**src/rtl/pic_pkg.sv**
```systemverilog
package pic_pkg;

    localparam int NLINES = 8;
    localparam int LW     = $clog2(NLINES);
    localparam int DW     = 8;
    localparam logic [DW-1:0] BASE_KEEP = ~DW'(NLINES - 1);

    typedef enum logic [1:0] {
        ST_RUN  = 2'd0,
        ST_BASE = 2'd1,
        ST_SKIP = 2'd2,
        ST_MODE = 2'd3
    } init_step_e;

    typedef struct packed {
        logic [DW-1:0] imr;
        logic [DW-1:0] base;
        logic          nest;
        logic          aeoi;
        logic          rsel;
        logic          poll;
    } cfg_t;

    typedef struct packed {
        logic          clr_en;
        logic [LW-1:0] clr_line;
        logic          off_en;
        logic [LW-1:0] off_val;
        logic          rot_en;
        logic          rot_val;
    } isr_op_t;

    // Rank of the best set bit in circular order from off; NLINES when empty.
    function automatic logic [LW:0] rank_of(input logic [NLINES-1:0] m,
                                            input logic [LW-1:0] off);
        logic [LW:0]   r;
        logic [LW-1:0] idx;
        r = (LW+1)'(NLINES);
        for (int k = NLINES - 1; k >= 0; k--) begin
            idx = LW'(k) + off;
            if (m[idx]) r = (LW+1)'(k);
        end
        return r;
    endfunction

    function automatic logic [NLINES-1:0] onehot(input logic [LW-1:0] line);
        return NLINES'(1) << line;
    endfunction

endpackage

```
**src/rtl/pic_init_seq.sv**
```systemverilog
module pic_init_seq
    import pic_pkg::*;
(
    input  logic          clk,
    input  logic          rst,
    input  logic          wr_en,
    input  logic          rd_en,
    input  logic          addr,
    input  logic [DW-1:0] wdata,
    output cfg_t          cfg,
    output logic          init_pulse,
    output logic          cmd_strobe
);

    init_step_e step;
    logic       want_fourth;

    assign init_pulse = wr_en && !addr && wdata[4];
    assign cmd_strobe = wr_en && !addr && !wdata[4] && !wdata[3];

    always_ff @(posedge clk) begin
        if (rst) begin
            step        <= ST_RUN;
            want_fourth <= 1'b0;
            cfg         <= '0;
        end else begin
            if (rd_en) cfg.poll <= 1'b0;
            if (wr_en && !addr) begin
                if (wdata[4]) begin
                    want_fourth <= wdata[0];
                    cfg.imr     <= '0;
                    cfg.rsel    <= 1'b0;
                    if (!wdata[0]) begin
                        cfg.nest <= 1'b0;
                        cfg.aeoi <= 1'b0;
                    end
                    step <= ST_BASE;
                end else if (wdata[3]) begin
                    if (wdata[2]) cfg.poll <= 1'b1;
                    if (wdata[1]) cfg.rsel <= wdata[0];
                end
            end else if (wr_en && addr) begin
                unique case (step)
                    ST_RUN:  cfg.imr <= wdata;
                    ST_BASE: begin
                        cfg.base <= wdata & BASE_KEEP;
                        step     <= ST_SKIP;
                    end
                    ST_SKIP: step <= want_fourth ? ST_MODE : ST_RUN;
                    ST_MODE: begin
                        cfg.nest <= wdata[4];
                        cfg.aeoi <= wdata[1];
                        step     <= ST_RUN;
                    end
                    default: step <= ST_RUN;
                endcase
            end
        end
    end

    // an initialization start empties the mask and enters step 1
    a_r6_init_enters_base: assert property (@(posedge clk) disable iff (rst)
        init_pulse |=> (cfg.imr == '0 && step == ST_BASE));

    // a poll request lasts for exactly one read
    a_r13_poll_single_read: assert property (@(posedge clk) disable iff (rst)
        (rd_en && cfg.poll && !wr_en) |=> !cfg.poll);

    // addr=1 writes during initialization leave the mask alone
    a_r7_mask_held_in_init: assert property (@(posedge clk) disable iff (rst)
        (wr_en && addr && step != ST_RUN) |=> $stable(cfg.imr));

endmodule

```
**src/rtl/pic_ocw_decode.sv**
```systemverilog
module pic_ocw_decode
    import pic_pkg::*;
(
    input  logic              cmd_strobe,
    input  logic [DW-1:0]     wdata,
    input  logic [NLINES-1:0] isr,
    input  logic [LW-1:0]     offset,
    output isr_op_t           op
);

    logic [LW:0]   top_rank;
    logic [LW-1:0] top_line;
    logic [LW-1:0] sel_line;

    assign top_rank = rank_of(isr, offset);
    assign top_line = top_rank[LW-1:0] + offset;
    assign sel_line = wdata[LW-1:0];

    always_comb begin
        op = '0;
        if (cmd_strobe) begin
            unique case (wdata[7:5])
                3'd0, 3'd4: begin
                    op.rot_en  = 1'b1;
                    op.rot_val = wdata[7];
                end
                3'd1, 3'd5: begin
                    if (top_rank != (LW+1)'(NLINES)) begin
                        op.clr_en   = 1'b1;
                        op.clr_line = top_line;
                        op.off_en   = wdata[7];
                        op.off_val  = top_line + 1'b1;
                    end
                end
                3'd3: begin
                    op.clr_en   = 1'b1;
                    op.clr_line = sel_line;
                end
                3'd6: begin
                    op.off_en  = 1'b1;
                    op.off_val = sel_line + 1'b1;
                end
                3'd7: begin
                    op.clr_en   = 1'b1;
                    op.clr_line = sel_line;
                    op.off_en   = 1'b1;
                    op.off_val  = sel_line + 1'b1;
                end
                default: op = '0;
            endcase
        end
    end

endmodule

```
**src/rtl/pic_prio_core.sv**
```systemverilog
module pic_prio_core
    import pic_pkg::*;
#(
    parameter int CASCADE_LINE = 2
) (
    input  logic              clk,
    input  logic              rst,
    input  logic [NLINES-1:0] irq_in,
    input  logic [NLINES-1:0] trig_level,
    input  logic [NLINES-1:0] imr,
    input  logic              nest,
    input  logic              aeoi,
    input  logic              ack,
    input  logic              poll_take,
    input  logic              init_clr,
    input  isr_op_t           op,
    output logic [NLINES-1:0] irr,
    output logic [NLINES-1:0] isr,
    output logic [LW-1:0]     offset,
    output logic              win_valid,
    output logic [LW-1:0]     win_line
);

    logic [NLINES-1:0] last_lvl;
    logic              rot_aeoi;
    logic [NLINES-1:0] cur_mask;
    logic [LW:0]       pend_rank;
    logic [LW:0]       cur_rank;
    logic              ack_take;
    logic              poll_hit;
    logic [NLINES-1:0] win_hot;
    logic [NLINES-1:0] isr_set;
    logic [NLINES-1:0] isr_clr;
    logic [NLINES-1:0] irr_clr;
    logic [NLINES-1:0] edge_next;
    logic [NLINES-1:0] irr_next;
    logic [LW-1:0]     off_next;

    assign cur_mask  = nest ? (isr & ~onehot(LW'(CASCADE_LINE))) : isr;
    assign pend_rank = rank_of(irr & ~imr, offset);
    assign cur_rank  = rank_of(cur_mask, offset);
    assign win_valid = pend_rank < cur_rank;
    assign win_line  = pend_rank[LW-1:0] + offset;
    assign win_hot   = onehot(win_line);

    assign ack_take  = ack && win_valid;
    assign poll_hit  = poll_take && win_valid;
    assign isr_set   = (ack_take && !aeoi) ? win_hot : '0;
    assign isr_clr   = (op.clr_en ? onehot(op.clr_line) : '0) | (poll_hit ? win_hot : '0);
    assign irr_clr   = (ack_take || poll_hit) ? win_hot : '0;

    always_comb begin
        edge_next = init_clr ? '0 : ((irr & ~irr_clr) | (irq_in & ~last_lvl));
        irr_next  = (edge_next & ~trig_level) | (irq_in & trig_level);
        off_next  = offset;
        if (init_clr)
            off_next = '0;
        else if (op.off_en)
            off_next = op.off_val;
        else if (ack_take && aeoi && rot_aeoi)
            off_next = win_line + 1'b1;
    end

    always_ff @(posedge clk) begin
        if (rst) begin
            irr      <= '0;
            isr      <= '0;
            last_lvl <= '0;
            offset   <= '0;
            rot_aeoi <= 1'b0;
        end else begin
            irr      <= irr_next;
            isr      <= (isr | isr_set) & ~isr_clr;
            last_lvl <= init_clr ? '0 : irq_in;
            offset   <= off_next;
            if (op.rot_en) rot_aeoi <= op.rot_val;
        end
    end

    // a request always has an unmasked pending line behind it
    a_r3_req_has_pending: assert property (@(posedge clk) disable iff (rst)
        win_valid |-> ((irr & ~imr) != '0));

    // a plain acknowledge puts the winner in service
    a_r4_ack_sets_service: assert property (@(posedge clk) disable iff (rst)
        (ack && win_valid && !aeoi && !op.clr_en && !poll_take) |=> isr[$past(win_line)]);

    // auto-EOI acknowledges leave the in-service register untouched
    a_r5_aeoi_keeps_service: assert property (@(posedge clk) disable iff (rst)
        (ack && aeoi && !op.clr_en && !poll_take) |=> isr == $past(isr));

    // a clear command removes the named in-service bit
    a_r12_clear_named_line: assert property (@(posedge clk) disable iff (rst)
        op.clr_en |=> !isr[$past(op.clr_line)]);

    // an acknowledge changes at most one in-service bit
    a_r4_ack_single_bit: assert property (@(posedge clk) disable iff (rst)
        (ack && !op.clr_en && !poll_take) |=> $onehot0(isr ^ $past(isr)));

endmodule

```
**src/rtl/pic_cmd_unit.sv**
```systemverilog
module pic_cmd_unit
    import pic_pkg::*;
#(
    parameter int CASCADE_LINE = 2
) (
    input  logic              clk,
    input  logic              rst,
    input  logic              wr_en,
    input  logic              rd_en,
    input  logic              addr,
    input  logic [DW-1:0]     wdata,
    output logic [DW-1:0]     rdata,
    input  logic [NLINES-1:0] irq_in,
    input  logic [NLINES-1:0] trig_level,
    input  logic              ack_in,
    output logic              int_req,
    output logic [DW-1:0]     vec_out
);

    cfg_t              cfg;
    isr_op_t           op;
    logic              init_pulse;
    logic              cmd_strobe;
    logic [NLINES-1:0] irr;
    logic [NLINES-1:0] isr;
    logic [LW-1:0]     offset;
    logic              win_valid;
    logic [LW-1:0]     win_line;
    logic [LW-1:0]     code_line;

    pic_init_seq u_seq (
        .clk        (clk),
        .rst        (rst),
        .wr_en      (wr_en),
        .rd_en      (rd_en),
        .addr       (addr),
        .wdata      (wdata),
        .cfg        (cfg),
        .init_pulse (init_pulse),
        .cmd_strobe (cmd_strobe)
    );

    pic_ocw_decode u_dec (
        .cmd_strobe (cmd_strobe),
        .wdata      (wdata),
        .isr        (isr),
        .offset     (offset),
        .op         (op)
    );

    pic_prio_core #(.CASCADE_LINE(CASCADE_LINE)) u_core (
        .clk        (clk),
        .rst        (rst),
        .irq_in     (irq_in),
        .trig_level (trig_level),
        .imr        (cfg.imr),
        .nest       (cfg.nest),
        .aeoi       (cfg.aeoi),
        .ack        (ack_in),
        .poll_take  (rd_en && cfg.poll),
        .init_clr   (init_pulse),
        .op         (op),
        .irr        (irr),
        .isr        (isr),
        .offset     (offset),
        .win_valid  (win_valid),
        .win_line   (win_line)
    );

    assign code_line = win_valid ? win_line : LW'(NLINES - 1);
    assign int_req   = win_valid;
    assign vec_out   = cfg.base | DW'(code_line);

    always_comb begin
        if (cfg.poll)
            rdata = DW'(code_line);
        else if (!addr)
            rdata = cfg.rsel ? DW'(isr) : DW'(irr);
        else
            rdata = cfg.imr;
    end

    // reset leaves no request and the default vector
    a_r1_reset_quiet: assert property (@(posedge clk)
        rst |=> (!int_req && vec_out == DW'(NLINES - 1)));

endmodule

```
**config.mk**
```make
export PLATFORM = sky130hd
export DESIGN_NAME = pic_cmd_unit
export DESIGN_NICKNAME = d
export VERILOG_FILES = /design/src/rtl/pic_pkg.sv /design/src/rtl/pic_init_seq.sv /design/src/rtl/pic_ocw_decode.sv /design/src/rtl/pic_prio_core.sv /design/src/rtl/pic_cmd_unit.sv
export SDC_FILE = /design/constraint.sdc
export NUM_CORES = 1
export LEC_CHECK = 0
export CORE_ASPECT_RATIO = 1.2
export CORE_UTILIZATION = 65
export CTS_CLUSTER_SIZE = 14
export DETAILED_ROUTE_END_ITERATION = 16
export DONT_BUFFER_PORTS = 1
export PLACE_DENSITY = 0.82
export SYNTH_ARGS = -nofsm -noshare
export SYNTH_HDL_FRONTEND = slang
export SYNTH_SLANG_ARGS = --single-unit
```
**constraint.sdc**
```tcl
create_clock -name clk -period 5.95 [get_ports clk]
set_input_delay 0.2975 -clock clk [delete_from_list [all_inputs] [get_ports clk]]
set_output_delay 0.2975 -clock clk [all_outputs]
set_load 0.01 [all_outputs]
```
==> reports/summary.txt <==
Status: completed
Synthesized area: 0.00422 mm²
Minimum clock period: 5.63 ns
Post-synth EDFFs: 0
Max-cap violations: 0
Chip Width: 75.6 µm
Die span in y: 90.3 µm
Row cnt: 31
Deepest clock path buffer count: 2
Clk root buf: clkbuf_8
# IOs: 47
Worst EP arrival: 5.33 ns
Top cells by area, synth: dfxtp_1, mux4_2, mux2i_1
Total core area: 0.00617 mm²
Synth cell types: 66
N_diodes: 0
Seq cells post-synth: 48
Initial Utilization: 68.5%
Hold_ws: 0.0538 ns
Max_slew headroom: 19.9%
Pwr/cell area: 259 mW/mm²
Most common library cells after synthesis: dfxtp_1, nand2_1, nor2_1
Layout cell share with drive strength beyond 1: 11.8%
Top-area cell type share of the netlist area: 22.8%
Drt wl/cell: 19.6 µm
Most common cell in the netlist: dfxtp_1
1st-pass router iterations: 6
CTS hold repair buffers: 0
DRC Markers: 0
Compound-Gate Fraction of Synth Area: 18.3%
Mapped Avg Cell Area: 8.60 µm²
Largest net degree at the start of global routing: 39
CP Cell Sequence: clkinv_1 -> ha_1 -> mux4_2 -> mux2i_1 -> nor2b_1 -> nand2_1 -> or2_2 -> ha_1 -> a2111oi_0 -> a31oi_1 -> nor2_4 -> nand2_1 -> mux2_2
Startpoint Class: register
Mapped Cells: 491
Fin. Hold Viols: 0
Highest clock rate: 178 MHz
Post-synthesis sequential area ratio: 22.8%
Top_reg_cell synth: dfxtp_1
Pleak: 1.64 nW
GRT overflow: 0
Peak VDD IR: 0.271 mV
R2R Setup Slk: 0.87 ns
Routed Wire Length: 10700 µm
CTS tree: done
Yosys warns: 0
Remaining antenna violation count: 0
Clk Latency, worst-skew pair: 0.30 ns
CP endpoint kind: primary output
Post-synthesis mux area share: 19.9%
Post-DP HPWL: 8320 µm
CTS Sinks: 48
Adder-cell share of the synthesized area: 6.58%
Post-Synth Simple-Gate Area: 23.3%
Fin Setup TNS: 0 ns
Slowest cell on crit path: dfxtp_1
Vias per inst: 6.73
Vias: 3695
Total Nets Final: 518
Clock-pin slew on the worst setup and hold paths: 0.09 ns
Slowest stage delay, CP: 0.69 ns
Vias in the first global route: 3598
Largest family of logic cells by synthesized area: simple AND/OR/NAND/NOR gates
CP Data Required Time: 5.65 ns
I/O Buffers: 0
GP Congestion: 0.978
First-pass GRT wire length: 17500 µm
Hold crit path type: primary input to register
Total global-route track usage: 33.4%
Htree depth: 2
Count of pins over their slew limit: 0
Fin crit share: 94.6%
Area Overhead vs Synth: 0.948%
Number of CTS-inserted buffers: 5
Syn_nets: 542
RSZ-0062 raised after global routing: false
Synth async-reset ratio: 0%
Yosys top cell by area: dfxtp_1
Crit Path Category: register to primary output
CP max FO: 14
Clk_skew: 0.0131 ns
Least-Margin Pin Slew: 1.20 ns
Initial DRC count: 311
Final setup viols: 0
DIE AREA: 0.00682 mm²
Initial antenna violation count: 0
Xor and xnor fraction of the mapped netlist area: 2.64%
[registers in the layout, summed over array words and instances (netlist names)]
name and count:
u_core.irr 8, u_core.isr 8, u_core.last_lvl 8, u_core.offset 3, u_core.rot_aeoi 1, u_seq.cfg 17, u_seq.step 2, u_seq.want_fourth 1
[final timing paths]
check	startpoint	endpoint	cells after the start
worst min register to register	u_seq.want_fourth$_SDFFE_PP0P_	u_seq.step[0]$_SDFFE_PP0P_	2
worst min-delay path	rst	u_seq.step[1]$_SDFFE_PP0P_	1
worst max register to register	u_core.offset[1]$_SDFFE_PP0P_	u_core.isr[5]$_SDFF_PP0_	13
worst max-delay path	u_core.offset[1]$_SDFFE_PP0P_	rdata[0]	13
[metrics by stage]
stage          util (%)  setup WS (ns)  power [mW]  cells  cell area, µm²
2_1_floorplan         -           1.53       0.783    491            4220
3_3_place_gp       67.7          0.956       0.876    542            4180
3_5_place_dp       67.7          0.736       0.892    542            4180
4_1_cts            69.0          0.387        1.08    549            4260
5_1_grt            69.1         0.0859        1.17    549            4260
6_report           69.1          0.321        1.10    549            4260
[metal layers]
| metal | wire length [µm] | share of wire, % | up-vias | global-route usage (%) |
|---|---|---|---|---|
| met5 | 0 | 0 | - | 0 |
| met4 | 418 | 3.9 | 0 | 13.6 |
| met3 | 640 | 6.0 | 39 | 6.92 |
| met2 | 5450 | 51 | 160 | 55.4 |
| met1 | 4240 | 39 | 1760 | 41.2 |
| li1 | - | - | 1736 | - |
[critical path: cells and delay by family (launching register included)]
kind            cells  cell delay (ns)
simple gates        5             1.20
mux                 3             0.98
fa+ha+maj           2             0.94
compound gates      2             0.80
flops               1             0.69
buf+inv             1             0.38
[cells in the final DEF (no fill, tap or decap), drive strengths merged, types with 3 or more instances in the layout]
cell / n
nand3: 12
ha: 19
a21oi: 25
nor2b: 16
o211ai: 7
or2: 3
nor4: 7
a22oi: 9
a41o: 6
buf: 3
and3b: 6
mux4: 19
and2: 17
inv: 27
nand2b: 21
xnor2: 5
nand4: 5
o21ai: 24
a31oi: 11
and3: 5
mux2i: 37
nand2: 41
nor2: 40
xor2: 3
dfxtp: 48
clkbuf: 5
a2111oi: 6
nor3: 6
mux2: 3
[cell families after synthesis]
family / after synthesis
AND/OR/NAND/NOR: 185
flip-flops: 48
buffers and inverters: 62
multiplexers: 59
adder cells (fa/ha/maj): 21
AO/OA/AOI/OAI: 108
XOR/XNOR: 8
[report_power, final]
| part | total (mW) | internal [mW] | switching, mW |
|---|---|---|---|
| logic | 0.538 | 0.195 | 0.342 |
| registers | 0.377 | 0.343 | 0.0340 |
| clock network | 0.189 | 0.0798 | 0.109 |
| total | 1.10 | 0.618 | 0.486 |
[timing repair]
item | CTS | global route
resized for setup | 0 | 1
buffers inserted | 0 | 0
setup endpoints to repair | 0 | 2
[area by class of cell]
type	count	area, µm²
Inverter	28	105
Clock inverter	2	12.5
Multi-Input combinational cell	381	2990
Sequential cell	48	961
Clock buffer	5	68.8
Timing Repair Buffer	3	22.5
Tap cell	82	103
Fill cell	512	1900
Note: power is estimated with default switching activity, not from simulation.
